## config.mk

```make
export PLATFORM = sky130hd
export DESIGN_NAME = sleep_wake_ctrl
export DESIGN_NICKNAME = d
export VERILOG_FILES = /design/src/rtl/swc_pkg.sv /design/src/rtl/swc_wake_detect.sv /design/src/rtl/swc_ost_counter.sv /design/src/rtl/sleep_wake_ctrl.sv
export SDC_FILE = /design/constraint.sdc
export NUM_CORES = 1
export LEC_CHECK = 0
export BUFFER_PORTS_ARGS = -buffer_cell sky130_fd_sc_hd__buf_2
export CORE_UTILIZATION = 39
export DETAILED_ROUTE_END_ITERATION = 7
export SLEW_MARGIN = 20
export SYNTH_ARGS = -nofsm -noshare
export SYNTH_HDL_FRONTEND = slang
export SYNTH_SLANG_ARGS = --single-unit
export TNS_END_PERCENT = 1
```

## constraint.sdc

```tcl
create_clock -name clk_i -period 2.1 [get_ports clk_i]
set_input_delay 0.315 -clock clk_i [delete_from_list [all_inputs] [get_ports clk_i]]
set_output_delay 0.315 -clock clk_i [all_outputs]
set_load 0.05 [all_outputs]
```

## src/rtl/swc_pkg.sv

```systemverilog
package swc_pkg;
  typedef enum logic [2:0] {
    ST_RUN,
    ST_SLEEP,
    ST_OST,
    ST_RESUME,
    ST_VECTOR
  } swc_state_e;

  localparam logic [1:0] OSC_RC = 2'b00;
endpackage

```

## src/rtl/swc_wake_detect.sv

```systemverilog
module swc_wake_detect #(
  parameter int N_SRC = 8
) (
  input  logic [N_SRC-1:0] int_en_i,
  input  logic [N_SRC-1:0] int_flag_i,
  output logic             wake_o
);
  logic [N_SRC-1:0] hit;

  for (genvar i = 0; i < N_SRC; i++) begin : g_src
    assign hit[i] = int_en_i[i] & int_flag_i[i];
  end

  assign wake_o = |hit;
endmodule

```

## src/rtl/swc_ost_counter.sv

```systemverilog
module swc_ost_counter #(
  parameter int OST_CYCLES = 1024
) (
  input  logic clk_i,
  input  logic rst_ni,
  input  logic clr_i,
  input  logic en_i,
  output logic done_o
);
  localparam int CW = $clog2(OST_CYCLES + 1);
  localparam logic [CW-1:0] LAST = CW'(OST_CYCLES - 1);

  logic [CW-1:0] cnt_q;

  always_ff @(posedge clk_i or negedge rst_ni) begin
    if (!rst_ni)    cnt_q <= '0;
    else if (clr_i) cnt_q <= '0;
    else if (en_i)  cnt_q <= cnt_q + 1'b1;
  end

  assign done_o = en_i && (cnt_q == LAST);


  ost_range_chk: assert property (@(posedge clk_i) disable iff (!rst_ni)
    en_i |-> (cnt_q <= LAST));
endmodule

```

## src/rtl/sleep_wake_ctrl.sv

```systemverilog
module sleep_wake_ctrl
  import swc_pkg::*;
#(
  parameter int N_SRC      = 8,
  parameter int OST_CYCLES = 1024
) (
  input  logic             clk_i,
  input  logic             rst_ni,
  input  logic             sleep_i,
  input  logic             por_i,
  input  logic             mclr_i,
  input  logic             bor_i,
  input  logic             wdt_to_i,
  input  logic             wdt_en_i,
  input  logic [N_SRC-1:0] int_en_i,
  input  logic [N_SRC-1:0] int_flag_i,
  input  logic             glint_dis_i,
  input  logic [1:0]       osc_mode_i,
  output logic             halt_o,
  output logic             osc_en_o,
  output logic             wdt_clr_o,
  output logic             pd_o,
  output logic             to_o,
  output logic             rst_req_o,
  output logic             vec_req_o
);
  swc_state_e state_q, state_d;
  logic wake_pend, ost_done, ost_clr, wake_go;
  logic rst_evt, hard_evt, wdt_evt, sleep_go;
  logic pd_q, to_q, vec_pend_q;

  swc_wake_detect #(.N_SRC(N_SRC)) i_wake (
    .int_en_i  (int_en_i),
    .int_flag_i(int_flag_i),
    .wake_o    (wake_pend)
  );

  swc_ost_counter #(.OST_CYCLES(OST_CYCLES)) i_ost (
    .clk_i (clk_i),
    .rst_ni(rst_ni),
    .clr_i (ost_clr),
    .en_i  (state_q == ST_OST),
    .done_o(ost_done)
  );

  assign hard_evt = por_i | bor_i;
  assign wdt_evt  = wdt_to_i & wdt_en_i;
  assign rst_evt  = hard_evt | mclr_i | wdt_evt;
  assign sleep_go = (state_q == ST_RUN) & sleep_i & ~rst_evt;
  assign wake_go  = ~rst_evt & wake_pend &
                    (sleep_go | (state_q == ST_SLEEP));

  always_comb begin
    state_d = state_q;
    ost_clr = 1'b0;
    unique case (state_q)
      ST_RUN:    if (sleep_i) state_d = wake_pend ? ST_RESUME : ST_SLEEP;
      ST_SLEEP:  if (wake_pend) begin
        ost_clr = 1'b1;
        state_d = (osc_mode_i == OSC_RC) ? ST_RESUME : ST_OST;
      end
      ST_OST:    if (ost_done) state_d = ST_RESUME;
      ST_RESUME: state_d = vec_pend_q ? ST_VECTOR : ST_RUN;
      ST_VECTOR: state_d = ST_RUN;
      default:   state_d = ST_RUN;
    endcase
    if (rst_evt) state_d = ST_RUN;
  end

  always_ff @(posedge clk_i or negedge rst_ni) begin
    if (!rst_ni) begin
      state_q    <= ST_RUN;
      pd_q       <= 1'b1;
      to_q       <= 1'b1;
      vec_pend_q <= 1'b0;
    end else begin
      state_q <= state_d;
      if (hard_evt) begin
        pd_q <= 1'b1;
        to_q <= 1'b1;
      end else if (wdt_evt) begin
        to_q <= 1'b0;
      end else if (sleep_go) begin
        pd_q <= 1'b0;
        to_q <= 1'b1;
      end
      if (rst_evt)      vec_pend_q <= 1'b0;
      else if (wake_go) vec_pend_q <= ~glint_dis_i;
    end
  end

  assign halt_o    = (state_q == ST_SLEEP) | (state_q == ST_OST) |
                     (state_q == ST_VECTOR);
  assign osc_en_o  = (state_q != ST_SLEEP);
  assign vec_req_o = (state_q == ST_VECTOR);
  assign rst_req_o = rst_evt;
  assign wdt_clr_o = sleep_go | ((state_q == ST_SLEEP) & (wake_pend | rst_evt));
  assign pd_o      = pd_q;
  assign to_o      = to_q;


  vec_pulse_chk: assert property (@(posedge clk_i) disable iff (!rst_ni)
    vec_req_o |=> !vec_req_o);

  vec_after_resume_chk: assert property (@(posedge clk_i) disable iff (!rst_ni)
    $rose(vec_req_o) |-> $past(!halt_o));

  pd_fall_chk: assert property (@(posedge clk_i) disable iff (!rst_ni)
    $fell(pd_o) |-> $past(sleep_i));

  to_fall_chk: assert property (@(posedge clk_i) disable iff (!rst_ni)
    $fell(to_o) |-> $past(wdt_to_i && wdt_en_i));

  rst_run_chk: assert property (@(posedge clk_i) disable iff (!rst_ni)
    rst_req_o |=> !halt_o);
endmodule

```

* Word level (Yosys, flattened, before mapping)
Index checks and enable logic that the tools add are counted.
** Word-level totals
- Register bits :: 17
- Input port bits :: 27
** Cells by class
- Add/sub/neg operators :: 1
- Equal/unequal tests :: 10
- Mux-type cells :: 20
- Bitwise logic cells :: 24
- Reductions and logical operators :: 10
** Operator list (number)
- two-way mux 11 bit :: 2
- two-way mux 3 bit :: 5
- AND 1 bit :: 14
- one-hot mux 3 bit (4 select lines) :: 1
- adder 11 x 1 -> 11 bit, second input constant :: 1
- equality test 11 x 10 -> 1 bit, second input constant :: 1
- two-way mux 1 bit :: 11
- != test 3 bit, second input constant :: 3
- bitwise OR 1 bit :: 8
- OR reduction 8 bit :: 1
- equality test 3 x 2 -> 1 bit, second input constant :: 2
- nonzero test 2 bit :: 3
- equality test 3 x 1 -> 1 bit, second input constant :: 1
- equality test 3 bit, second input constant :: 1
- zero test 3 bit :: 1
- != test 3 x 1 -> 1 bit, second input constant :: 1
- AND reduction 3 bit :: 1
- nonzero test 3 bit :: 1
- zero test 2 bit :: 1
- two-way mux 2 bit :: 1
- != test 2 bit, second input constant :: 1
- inverter 1 bit :: 2
- AND reduction 2 bit :: 1
- logical AND 1 bit :: 1

* Logic depth before layout (Yosys ltp)
- Depth after elaboration :: 9
- Depth in mapped cells :: 6
- Depth with buffers taken out :: 5

* Hierarchy
A second synthesis with hierarchy kept.
** Second synthesis, totals
- Cells, all modules :: 101
- Area total of the unflattened synthesis :: 978.4 µm²
** Modules (own cells, without submodules)
- swc_ost_counter :: times used 1, cells each 56, area each 564.3 µm², sequential area each 275.3 µm²
- sleep_wake_ctrl :: times used 1, cells each 40, area each 377.9 µm², sequential area each 152.6 µm²
- swc_wake_detect :: times used 1, cells each 5, area each 36.3 µm², sequential area each 0.0 µm²

* Worst setup path before layout
Ideal clock, no wire load.
- Kind :: register -> output
- From :: register state_q[0]
- To :: output vec_req_o
- Arrival :: 1769 ps
- Required time :: 1785 ps
- Path slack :: 16 ps
- Cell stages (with the launch flop) :: 3
- Path buffers :: 1
- Path through :: dfrtp_1 > clkbuf_1 > nor3b_1
** On the way
- Word-level cells in the longest chain between the ends :: 1
** RTL lines
- start, declared :: line sleep_wake_ctrl.sv:27 : swc_state_e state_q, state_d;
- start signal, assigned :: line sleep_wake_ctrl.sv:77 : state_q <= state_d;
- equality test 3 bit :: line sleep_wake_ctrl.sv:95 : assign vec_req_o = (state_q == ST_VECTOR);
- end, declared :: line sleep_wake_ctrl.sv:25 : output logic vec_req_o
Every way passes these cells.

* Final worst setup path
- From :: register state_q[1]
- To :: output wdt_clr_o
** On the way
- Word-level cells in the longest chain between the ends :: 4
** RTL lines
- zero test 3 bit :: line sleep_wake_ctrl.sv:49 : assign sleep_go = (state_q == ST_RUN) & sleep_i & ~rst_evt;
- AND 1 bit (2 in series) :: line sleep_wake_ctrl.sv:49
- bitwise OR 1 bit (*) :: line sleep_wake_ctrl.sv:97 : assign wdt_clr_o = sleep_go | ((state_q == ST_SLEEP) & (wake_pend | rst_evt));
- end, declared :: line sleep_wake_ctrl.sv:21 : output logic wdt_clr_o,
Mark *: on every way between the ends. The rest lies on a longest branch, timed or not.

==> metrics.yaml <==
numCtsBuffers: 3
fin_crit_sh_pct: 94.0
drc_errors: 0
via_per_inst: 5.30
cp.arrival_ps: 1660
layout_commonest_cell: "buf_2"
synth.net_count: 130
die_w_um: 52.3
yosysTopAreaCell: "dfrtp_1"
boundaryPins: 34
grt_pass1_wl_um: 3420
rsz0062_at_grt: "no"
die_h_um: 52.3
cts_tree: "yes"
grt_max_degree: 18
crit_path_frequent_cell: "nand2_1"
ir_worst_vdd_uv: 227
layout-drive-gt1-share_pct: 32.8
multiInputGateArea_um2: 513
antenna_found_initial: 0
syn_area_um2: 988
critPathLaunch: "state_q[1]"
p_leak_nw: 0.592
grt_usage_pct: 17.1
place_congestion: 0.713
crit_path_end: "wdt_clr_o"
cts.sink_count: 17
dp.cells: 160
h-tree-depth: 1
final-setup-viol-count: 0
worstPathMaxFanout: 11
detailedRoute.firstPassIterationCount: 4
fmax_mhz: 506
placement_rows: 17
synthCells: 102
ant_nets: 0
grt_pass1_vias: 801
crit_path_max_incr_delay_ps: 500
die_area_um2: 2740
p_per_area_nw_per_um2: 595
clkTransAtPathRegs_ps: 110
min_path_type: "primary input to flop"
initial_core_util_pct: 43.0
cp_cell_sequence: "nor2_1 > nand2_1 > a21o_1 > nand2_1 > buf_2"
synth_seq_area_share_pct: 43.3
avgSynthCellArea_um2: 9.69
slew_headroom_pct: 60.3
yosys_warnings: 0
synth-edff-count: 0
vias: 875
finalHoldViolCount: 0
seq_area_um2: 428
nets: 166
root_buffer: "clkbuf_4"
critPathRequiredTime_ps: 1780
areaGrowthSynthToFinish_pct: 21.9
io_buffers: 33
worstRegToRegCells: 4
synth_seq_cells: 17
drtIter0Drc: 6
slew_violations: 0
grt_overflow: 0
wl_per_cell_um: 12.3
worst_pin_slew_ps: 594
core-area_um2: 2300
cts_resized: 0
worstSkewPairLatency_ps: 300
finish.utilization_pct: 52.5
reg2reg_slack_ps: 400
critPathKind: "flop to primary output"
dp_hpwl_um: 1500
tns_ps: 0
reg2reg_from: "state_q[1]"
fin_cells: 165
final_cell_mix: "33 x buf_2, 15 x dfrtp_1, 14 x nor2_1"
crit_path_end_kind: "primary output"
status: "finished, final reports clean"
synth.area.top_cells: "dfrtp_1 38%, dfstp_2 5.3%, nor2_1 5.3%"
cap_violations: 0
diodes: 0
skew_ps: 9.67
timing.hold.ws_ps: 237
async_flop_share_pct: 100
clock_path_buffers: 2
worst_path_max_delay_cell: "dfrtp_1"
fin_crit_ps: 1970
postRouteWirelength_um: 2030
reg2reg_to: "i_ost.cnt_q[10]"
synth_flop_cell: "dfrtp_1"
start_kind: "flop"
synth.top_cell.area_share_pct: 38.0
nFillCells: 221
yosys.cell_types.count: 35
[cells in the mapped netlist, drive strengths merged (2+ instances only)]
| master | number |
|---|---|
| dfrtp | 15 |
| nand4 | 2 |
| xor2 | 5 |
| nor2 | 15 |
| inv | 3 |
| or3 | 3 |
| and4 | 2 |
| a21oi | 3 |
| xnor2 | 6 |
| nand3 | 6 |
| dfstp | 2 |
| nand2 | 7 |
| nor3b | 2 |
| a22oi | 5 |
| o21ai | 3 |
| nor3 | 4 |
| buf | 4 |
[kinds of logic after synthesis]
kind of cell	Yosys count	synth area share [%]
simple gates	47	28.2
compound gates	18	12.7
flops	17	43.3
xor+xnor	11	9.75
buf+inv	8	4.81
fa+ha+maj	1	1.27
[layer usage]
layer  GRT usage [%]  share of wire, %  vias up
met2            28.5                49       30
li1                -                 -      433
met3            2.61               4.5        2
met4            6.58              0.59        0
met5               0                 0        -
met1            22.1                46      410
[cell type report]
cell class                      instances  area share [%]
Sequential cell                        17            35.5
Clock inverter                          1           0.415
Timing Repair Buffer                   36            15.8
Multi-Input combinational cell         77            42.6
Inverter                                3           0.935
Tap cell                               28            2.91
Clock buffer                            3            1.87
[flip-flops by register name, indices dropped and copies added (netlist names)]
register,flops
vec_pend_q,1
state_q,3
i_ost.cnt_q,11
to_o,1
pd_o,1
[critical path: cells and delay by family (launching register included)]
family,cells,cell delay [ps]
DFF,1,500
buffers and inverters,1,260
and+or+nand+nor,3,440
AOI/OAI and AO/OA,1,160
[repair_timing]
action,CTS,global route
setup buffers,0,0
setup endpoints to repair,0,0
hold buffers,1,0
hold endpoints to repair,15,0
[stage by stage]
stage	instance area [um2]	setup WS, ps	power, mW
floorplan	988	16.1	0.485
global placement	1170	232	0.535
detailed placement	1170	141	0.539
CTS	1200	126	0.721
global route	1200	4.86	0.757
finish	1200	125	0.717
[how the worst min path moves through the flow]
stage                     startpoint        endpoint  cells past startpoint  slack [ps]
final                          por_i            to_o                      2         240
after global routing           por_i            to_o                      2         240
after CTS                      por_i            to_o                      2         230
after detailed placement      rst_ni  i_ost.cnt_q[8]                      1         270
after global placement        rst_ni  i_ost.cnt_q[8]                      1         260
after floorplan               rst_ni  i_ost.cnt_q[0]                      0          20
[power by group]
| part | internal [mW] | switching, mW | leakage, nW |
|---|---|---|---|
| clock network | 0.0709 | 0.113 | 0.0177 |
| registers | 0.362 | 0.0352 | 0.225 |
| logic | 0.0628 | 0.0724 | 0.349 |
No activity file was read; power rests on OpenSTA's default activity.
